`src/rtl/led_status_pkg.sv`:
```
package led_status_pkg;

    typedef enum logic [1:0] {
        L100_DOWN,
        L100_QUAL,
        L100_UP
    } l100_state_t;

    typedef enum logic {
        L10_DOWN,
        L10_UP
    } l10_state_t;

    // amount is in units of 1/per_sec seconds
    function automatic int unsigned to_cycles(input int unsigned hz,
                                              input int unsigned amount,
                                              input int unsigned per_sec);
        longint unsigned prod;
        prod = longint'(hz) * longint'(amount);
        return 32'(prod / longint'(per_sec));
    endfunction

endpackage

```
`src/rtl/led_act_stretch.sv`:
```
module led_act_stretch #(
    parameter int unsigned HOLD_CYC = 10
) (
    input  logic clk,
    input  logic rst,
    input  logic tx_act,
    input  logic rx_act,
    output logic led_n
);
    localparam int HW = $clog2(HOLD_CYC + 1);

    logic [HW-1:0] hold_q;

    always_ff @(posedge clk) begin
        if (rst)
            hold_q <= '0;
        else if (tx_act || rx_act)
            hold_q <= HW'(HOLD_CYC);
        else if (hold_q != '0)
            hold_q <= hold_q - 1'b1;
    end

    assign led_n = (hold_q == '0);


    act_on_chk: assert property (@(posedge clk) disable iff (rst)
        (tx_act || rx_act) |=> !led_n);


    act_off_chk: assert property (@(posedge clk) disable iff (rst)
        $rose(led_n) |-> $past(!tx_act && !rx_act));

endmodule

```
`src/rtl/led_link100_fsm.sv`:
```
module led_link100_fsm
    import led_status_pkg::*;
#(
    parameter int unsigned QUAL_CYC = 5
) (
    input  logic clk,
    input  logic rst,
    input  logic sig_det,
    output logic led_n
);
    localparam int QW = $clog2(QUAL_CYC + 1);

    l100_state_t   state_q, state_d;
    logic [QW-1:0] cnt_q, cnt_d;

    always_ff @(posedge clk) begin
        if (rst) begin
            state_q <= L100_DOWN;
            cnt_q   <= '0;
        end else begin
            state_q <= state_d;
            cnt_q   <= cnt_d;
        end
    end

    always_comb begin
        state_d = state_q;
        cnt_d   = cnt_q;
        unique case (state_q)
            L100_DOWN: begin
                if (sig_det) begin
                    state_d = L100_QUAL;
                    cnt_d   = QW'(1);
                end
            end
            L100_QUAL: begin
                if (!sig_det) begin
                    state_d = L100_DOWN;
                    cnt_d   = '0;
                end else if (cnt_q == QW'(QUAL_CYC - 1)) begin
                    state_d = L100_UP;
                    cnt_d   = '0;
                end else begin
                    cnt_d = cnt_q + 1'b1;
                end
            end
            L100_UP: begin
                if (!sig_det)
                    state_d = L100_DOWN;
            end
            default: begin
                state_d = L100_DOWN;
                cnt_d   = '0;
            end
        endcase
    end

    always_comb begin
        led_n = (state_q != L100_UP);
    end


    l100_drop_chk: assert property (@(posedge clk) disable iff (rst)
        !sig_det |=> led_n);


    l100_qual_chk: assert property (@(posedge clk) disable iff (rst)
        $fell(led_n) |-> ($past(sig_det) && $past(sig_det, 2)));

endmodule

```
`src/rtl/led_link10_fsm.sv`:
```
module led_link10_fsm
    import led_status_pkg::*;
#(
    parameter int unsigned PULSES   = 7,
    parameter int unsigned GAP_CYC  = 20,
    parameter int unsigned LOSS_CYC = 50
) (
    input  logic clk,
    input  logic rst,
    input  logic lnk_pulse,
    input  logic pkt_ok,
    output logic led_n
);
    localparam int PW = $clog2(PULSES + 1);
    localparam int GW = $clog2(GAP_CYC + 1);
    localparam int LW = $clog2(LOSS_CYC + 1);

    l10_state_t    state_q, state_d;
    logic [PW-1:0] pcnt_q, pcnt_d;
    logic [GW-1:0] gap_q, gap_d;
    logic [LW-1:0] loss_q, loss_d;

    always_ff @(posedge clk) begin
        if (rst) begin
            state_q <= L10_DOWN;
            pcnt_q  <= '0;
            gap_q   <= '0;
            loss_q  <= '0;
        end else begin
            state_q <= state_d;
            pcnt_q  <= pcnt_d;
            gap_q   <= gap_d;
            loss_q  <= loss_d;
        end
    end

    always_comb begin
        state_d = state_q;
        pcnt_d  = pcnt_q;
        loss_d  = loss_q;
        gap_d   = (gap_q != '0) ? gap_q - 1'b1 : '0;
        if (lnk_pulse)
            gap_d = GW'(GAP_CYC);
        unique case (state_q)
            L10_DOWN: begin
                if (pkt_ok) begin
                    state_d = L10_UP;
                    loss_d  = LW'(LOSS_CYC);
                    pcnt_d  = '0;
                end else if (lnk_pulse) begin
                    if (gap_q == '0) begin
                        pcnt_d = PW'(1);
                    end else if (pcnt_q == PW'(PULSES - 1)) begin
                        state_d = L10_UP;
                        loss_d  = LW'(LOSS_CYC);
                        pcnt_d  = '0;
                    end else begin
                        pcnt_d = pcnt_q + 1'b1;
                    end
                end
            end
            L10_UP: begin
                if (lnk_pulse || pkt_ok) begin
                    loss_d = LW'(LOSS_CYC);
                end else if (loss_q == LW'(1)) begin
                    state_d = L10_DOWN;
                    loss_d  = '0;
                    pcnt_d  = '0;
                end else begin
                    loss_d = loss_q - 1'b1;
                end
            end
            default: begin
                state_d = L10_DOWN;
                pcnt_d  = '0;
                loss_d  = '0;
            end
        endcase
    end

    always_comb begin
        led_n = (state_q != L10_UP);
    end


    l10_pkt_chk: assert property (@(posedge clk) disable iff (rst)
        pkt_ok |=> !led_n);


    l10_loss_chk: assert property (@(posedge clk) disable iff (rst)
        $rose(led_n) |-> $past(!lnk_pulse && !pkt_ok));


    l10_cause_chk: assert property (@(posedge clk) disable iff (rst)
        $fell(led_n) |-> $past(lnk_pulse || pkt_ok));

endmodule

```
`src/rtl/link_status_led.sv`:
```
module link_status_led
    import led_status_pkg::*;
#(
    parameter int unsigned CLK_HZ      = 25_000_000,
    parameter int unsigned QUAL_US     = 500,
    parameter int unsigned GAP_MS      = 150,
    parameter int unsigned LOSS_MS     = 100,
    parameter int unsigned STRETCH_MS  = 50,
    parameter int unsigned LINK_PULSES = 7
) (
    input  logic clk,
    input  logic rst,
    input  logic tx_act,
    input  logic rx_act,
    input  logic sig_det,
    input  logic lnk_pulse,
    input  logic pkt_ok,
    output logic led_act_n,
    output logic led_100_n,
    output logic led_10_n
);

    localparam int unsigned QUAL_CYC    = to_cycles(CLK_HZ, QUAL_US, 1_000_000);
    localparam int unsigned GAP_CYC     = to_cycles(CLK_HZ, GAP_MS, 1_000);
    localparam int unsigned LOSS_CYC    = to_cycles(CLK_HZ, LOSS_MS, 1_000);
    localparam int unsigned STRETCH_CYC = to_cycles(CLK_HZ, STRETCH_MS, 1_000);

    led_act_stretch #(
        .HOLD_CYC (STRETCH_CYC)
    ) act_u (
        .clk    (clk),
        .rst    (rst),
        .tx_act (tx_act),
        .rx_act (rx_act),
        .led_n  (led_act_n)
    );

    led_link100_fsm #(
        .QUAL_CYC (QUAL_CYC)
    ) l100_u (
        .clk     (clk),
        .rst     (rst),
        .sig_det (sig_det),
        .led_n   (led_100_n)
    );

    led_link10_fsm #(
        .PULSES   (LINK_PULSES),
        .GAP_CYC  (GAP_CYC),
        .LOSS_CYC (LOSS_CYC)
    ) l10_u (
        .clk       (clk),
        .rst       (rst),
        .lnk_pulse (lnk_pulse),
        .pkt_ok    (pkt_ok),
        .led_n     (led_10_n)
    );


    reset_idle_chk: assert property (@(posedge clk)
        rst |=> (led_act_n && led_100_n && led_10_n));

endmodule

```
`config.mk`:
```
export PLATFORM = sky130hd
export DESIGN_NAME = link_status_led
export DESIGN_NICKNAME = d
export VERILOG_FILES = /design/src/rtl/led_status_pkg.sv /design/src/rtl/led_act_stretch.sv /design/src/rtl/led_link100_fsm.sv /design/src/rtl/led_link10_fsm.sv /design/src/rtl/link_status_led.sv
export SDC_FILE = /design/constraint.sdc
export NUM_CORES = 1
export LEC_CHECK = 0
export BUFFER_PORTS_ARGS = -buffer_cell sky130_fd_sc_hd__buf_2
export CAP_MARGIN = 20
export CORE_UTILIZATION = 45
export CTS_BUF_LIST = sky130_fd_sc_hd__clkbuf_4 sky130_fd_sc_hd__clkbuf_8
export CTS_CLUSTER_SIZE = 28
export DETAILED_ROUTE_END_ITERATION = 16
export GPL_TIMING_DRIVEN = 0
export PLACE_DENSITY_LB_ADDON = 0.12
export SLEW_MARGIN = 20
export SYNTH_ARGS = -nofsm -noshare
export SYNTH_HDL_FRONTEND = slang
export SYNTH_SLANG_ARGS = --single-unit
export TNS_END_PERCENT = 5
```
`constraint.sdc`:
```
create_clock -name clk -period 4.3 [get_ports clk]
set_input_delay 0.215 -clock clk [delete_from_list [all_inputs] [get_ports clk]]
set_output_delay 0.215 -clock clk [all_outputs]
set_load 0.05 [all_outputs]
```
# Word-level counts from Yosys, hierarchy flattened
# Index checks and enable logic that the tools add are counted.
[word_totals]
inputBits = 7
ff_bits = 85
word_cells = 79
output_inout_bits = 3
[classes]
eq_ne = 14
n_bitwise = 3
reduce_logical = 14
add_sub_neg = 5
muxes = 34
[op_table]
columns = ["cell", "n"]
rows = [
  ["$mux W22", 8],
  ["$pmux W22 S2", 1],
  ["$sub A22 B1 Y22 const B", 2],
  ["$mux W14", 3],
  ["$mux W21", 2],
  ["$pmux W14 S3", 1],
  ["$eq A22 B1 Y1 const B", 1],
  ["$logic_not A22 Y1", 1],
  ["$reduce_bool A22 Y1", 1],
  ["$logic_not A21 Y1", 1],
  ["$reduce_bool A21 Y1", 1],
  ["$sub A21 B1 Y21 const B", 1],
  ["$mux W3", 6],
  ["$add A14 B1 Y14 const B", 1],
  ["$eq A14 B14 Y1 const B", 1],
  ["$ne A2 B2 Y1 const B", 5],
  ["$reduce_and A3 Y1", 3],
  ["$mux W2", 4],
  ["$mux W1", 6],
  ["$ne A3 B2 Y1 const B", 2],
  ["$ne A3 B3 Y1 const B", 2],
  ["$pmux W2 S3", 1],
  ["$pmux W3 S2", 1],
  ["$add A3 B1 Y3 const B", 1],
  ["other kinds (11)", 14],
]

# Longest topological paths before layout
[logic_depth]
word_depth = 6
depth_mapped = 9
depth_no_buf = 7

# Modules after synthesis
# A second synthesis with hierarchy kept.
[unflattened]
cells_unflattened = 516
hier_area_um2 = 4444.3
[by_module_without_submodules]
columns = ["mod", "area_per_inst_um2", "cells_per_inst", "n_inst", "seq_area_each_um2"]
rows = [
  ["led_link10_fsm", 2419.8, 287, 1, 960.9],
  ["led_act_stretch", 1146.1, 132, 1, 420.4],
  ["led_link100_fsm", 878.3, 97, 1, 320.3],
]

# Least setup slack after synthesis
# OpenSTA, ideal clock, no wires.
[synth_path]
path_type = "reg-to-reg"
from = "register act_u.hold_q[0]"
to = "register act_u.hold_q[4]"
arrival_time_ns = 2.315
slack_ns = 1.843
stages_incl_launch_ff = 8
setup_time_ns = 0.143
path_cell_list = "dfxtp_1 > inv_1 > ha_1 > or3b_2 > nand4bb_1 > nor2_1 > or3_1 > a31oi_1"
[synth_between]
elab_chain_len = 3
elab_cells_between_ends = 5
classes_between = "add/sub: 1; mux: 2; reduce/logical: 2"
[synth_lines]
columns = ["item", "line", "source"]
rows = [
  ["from (decl)", "led_act_stretch.sv:12", "logic [HW-1:0] hold_q;"],
  ["from (signal assigned)", "led_act_stretch.sv:18", "hold_q <= HW'(HOLD_CYC);"],
  ["from (signal assigned)", "led_act_stretch.sv:20", "hold_q <= hold_q - 1'b1;"],
  ["$sub A21 B1 Y21", "led_act_stretch.sv:20", ""],
  ["$mux W21", "led_act_stretch.sv:19", "else if (hold_q != '0)"],
  ["$mux W21", "led_act_stretch.sv:17", "else if (tx_act || rx_act)"],
]
# Parallel ways exist; a longest one is shown, timed or not. The select of a mux whose other input is x is not followed.
# A chain may end at the register's enable or synchronous reset.

# Worst setup path after layout
[layout_path]
from = "register l10_u.gap_q[5]"
to = "register l10_u.gap_q[17]"
[layout_between]
elab_chain_len = 3
elab_cells_between_ends = 4
classes_between = "add/sub: 1; bitwise: 1; reduce/logical: 2"
[layout_lines]
columns = ["item", "line", "source"]
rows = [
  ["from (decl)", "led_link10_fsm.sv:20", "logic [GW-1:0] gap_q, gap_d;"],
  ["from (signal assigned)", "led_link10_fsm.sv:32", "gap_q <= gap_d;"],
  ["branches (longest 3 deep; another with $sub A22 B1 Y22)", "--", ""],
]
# Several ways; the timed one is not identified.

==> results.toml <==
[run_status]
status = "complete, but fails checks"
failed_checks = "DRC"

[sta]
skew_ps = 14.9
fmax_mhz = 372
setup_viol = 0
finalCritPeriodShare = 0.624
worst_pin_slew_ps = 843
hold_ws_ps = 94.9
slew_viol_final = 0
min_period_ps = 2690
timing.setup.tns_ps = 0
final-hold-violation-count = 0
grt_setup_unrepaired = "no"
slew_headroom = 0.434
setup_slack_ps = 1610

[clocking]
cts_htree_levels = 3
clk-insertion-delay-late_ps = 360
clk_pin_slew_ps = 90
cts_buffers = 9
cts_tree = "yes"
holdBufCountCts = 0
postCtsSetupRepairBufs = 0
clockBufferDepth = 2
cts-resized-gates = 0
clock-root-buffer = "clkbuf_8"
clkSinkCount = 85

[yosys]
syn_nets = 500
synth_seq_area_share = 0.409
netlist_area_sq_um = 4160
async_flop_share = 0
syn_inst = 487
synthFlopType = "dfxtp_1"
synth_enable_flop_cells = 0
yosysUniqueCellTypes = 56
synth.avg_cell_area_sq_um = 8.54
yosysWarnings = 0
ys_seq_elements = 85

[finish]
diodes = 0
stdcell_area_sq_um = 4550
final_cells = 619
fin_util = 0.515
final_cell_mix = "dfxtp_1 (85), nor2_1 (57), a21oi_1 (37)"
area_growth_pct = 9.51
final_layout_size_suffix_gt1_frac = 0.0822
final_common_cell = "dfxtp_1"
final_nets = 519

[floorplan]
start_util = 0.470
die_area_sq_um = 9630
io_pins = 10
die_h_um = 98.1
fp-row-count = 34
coreArea_sq_um = 8850
die_w_um = 98.1

[detailed_routing]
drt_iter0_drc = 122
via_count = 3602
drc = 1
ant_nets = 0
wl_mm = 8.75
vias_per_cell = 5.82
routedWlPerCell_um = 14.1
dr.pass1.iters = 10

[place]
place_area_sq_um = 4330
dp_slack_ps = 1570
gp_congestion = 0.818
hpwl_mm = 6.16
dp_cells = 603
io_buffers = 8

[hold_path]
min_to = "l100_u.state_q[1]"
hp-start = "sig_det"
whs_path_depth = 3
hold_path_class = "in2reg"

[pwr]
pwr_density_cell_nw_per_um2 = 380
p_total_mw = 1.73
leakagePower_nw = 1.57
ir_drop_mv = 0.152

[worst_setup_path]
critical_path_class = "reg2reg"
start_kind = "flop"
r2r_cells = 6
cp.required_ps = 4540
worstPathArrival_ps = 2930
critPathMaxFanout = 10
rr_endpoint = "l10_u.gap_q[17]"
reg2reg_slack_ps = 1610
end_kind = "flop"
reg2reg_from = "l10_u.gap_q[5]"

[grt]
grt_pass1_vias = 3473
grt_max_degree = 15
grt.total_usage = 0.200
grt_overflow_total = 0
antenna_found_initial = 0
grt_pass1_wl_mm = 15.8

[job]
maxCapViolCount = 0
-- cells by family (layout without fill, tap and decap cells) --
kind of cell	count (synthesis)	count (layout)	synth area share
AOI/OAI and AO/OA	118	118	0.183
DFF	85	85	0.409
xor gates and xnor gates	41	41	0.0864
adders and majority gates	6	6	0.0181
and+or+nand+nor	210	210	0.277
buffers and inverters	27	51	0.0265
-- cells in the mapped netlist (10+ instances only) --
library cell   n  area share
dfxtp_1       85        0.41
a21oi_1       37       0.045
inv_1         12       0.011
or4_1         16       0.029
nand3_1       10       0.012
o21ai_0       24       0.029
nor2_1        57       0.051
nor3_1        19       0.023
xor2_1        21       0.044
nand2_1       27       0.024
o31ai_1       11       0.020
xnor2_1       20       0.042
or3_1         16       0.024
nor4_1        14       0.021
-- flip-flops by register name, indices dropped and copies added, names as in the netlist --
| name | flops |
|---|---|
| act_u.hold_q | 21 |
| l100_u.cnt_q | 14 |
| l100_u.state_q | 2 |
| l10_u.gap_q | 22 |
| l10_u.loss_q | 22 |
| l10_u.pcnt_q | 3 |
| l10_u.state_q | 1 |
-- where the power goes --
| group | switching, mW | internal (mW) |
|---|---|---|
| sequential | 0.0396 | 0.826 |
| clock | 0.294 | 0.318 |
| combinational | 0.152 | 0.100 |
-- worst max-delay path by stage --
| stage | from | endpoint | cells past startpoint |
|---|---|---|---|
| global placement | l10_u.gap_q[5] | l10_u.gap_q[14] | 6 |
| detailed placement | l10_u.gap_q[5] | l10_u.gap_q[15] | 6 |
| global route | l10_u.gap_q[5] | l10_u.gap_q[14] | 6 |
| floorplan | act_u.hold_q[0] | act_u.hold_q[4] | 7 |
| CTS | l10_u.gap_q[5] | l10_u.gap_q[14] | 6 |
| finish | l10_u.gap_q[5] | l10_u.gap_q[17] | 6 |
-- metal layers --
| metal | global-route usage | vias up | share of wire |
|---|---|---|---|
| li1 | - | 1853 | - |
| met1 | 0.261 | 1692 | 0.48 |
| met2 | 0.329 | 51 | 0.47 |
| met3 | 0.0465 | 6 | 0.037 |
| met4 | 0.0559 | 0 | 0.0087 |
| met5 | 0 | - | 0 |
-- critical path: stages (launching register included) --
cell and delay [ps]:
dfxtp_1 340, nor4_2 570, nand4_1 380, o31ai_1 730
or2_2 260, buf_2 220, nor2_1 70
-- final cells by class --
cell class                 instances  area, sq um
tap                              108          135
buffer                            15         65.1
timing repair buffer               8         40.0
clock inverter                     4         55.1
multi-input combinational        375         2350
sequential                        85         1700
clock buffer                      12          165
fill                             846         4300
inverter                          12         45.0
Note: power is estimated with default switching activity, not from simulation.
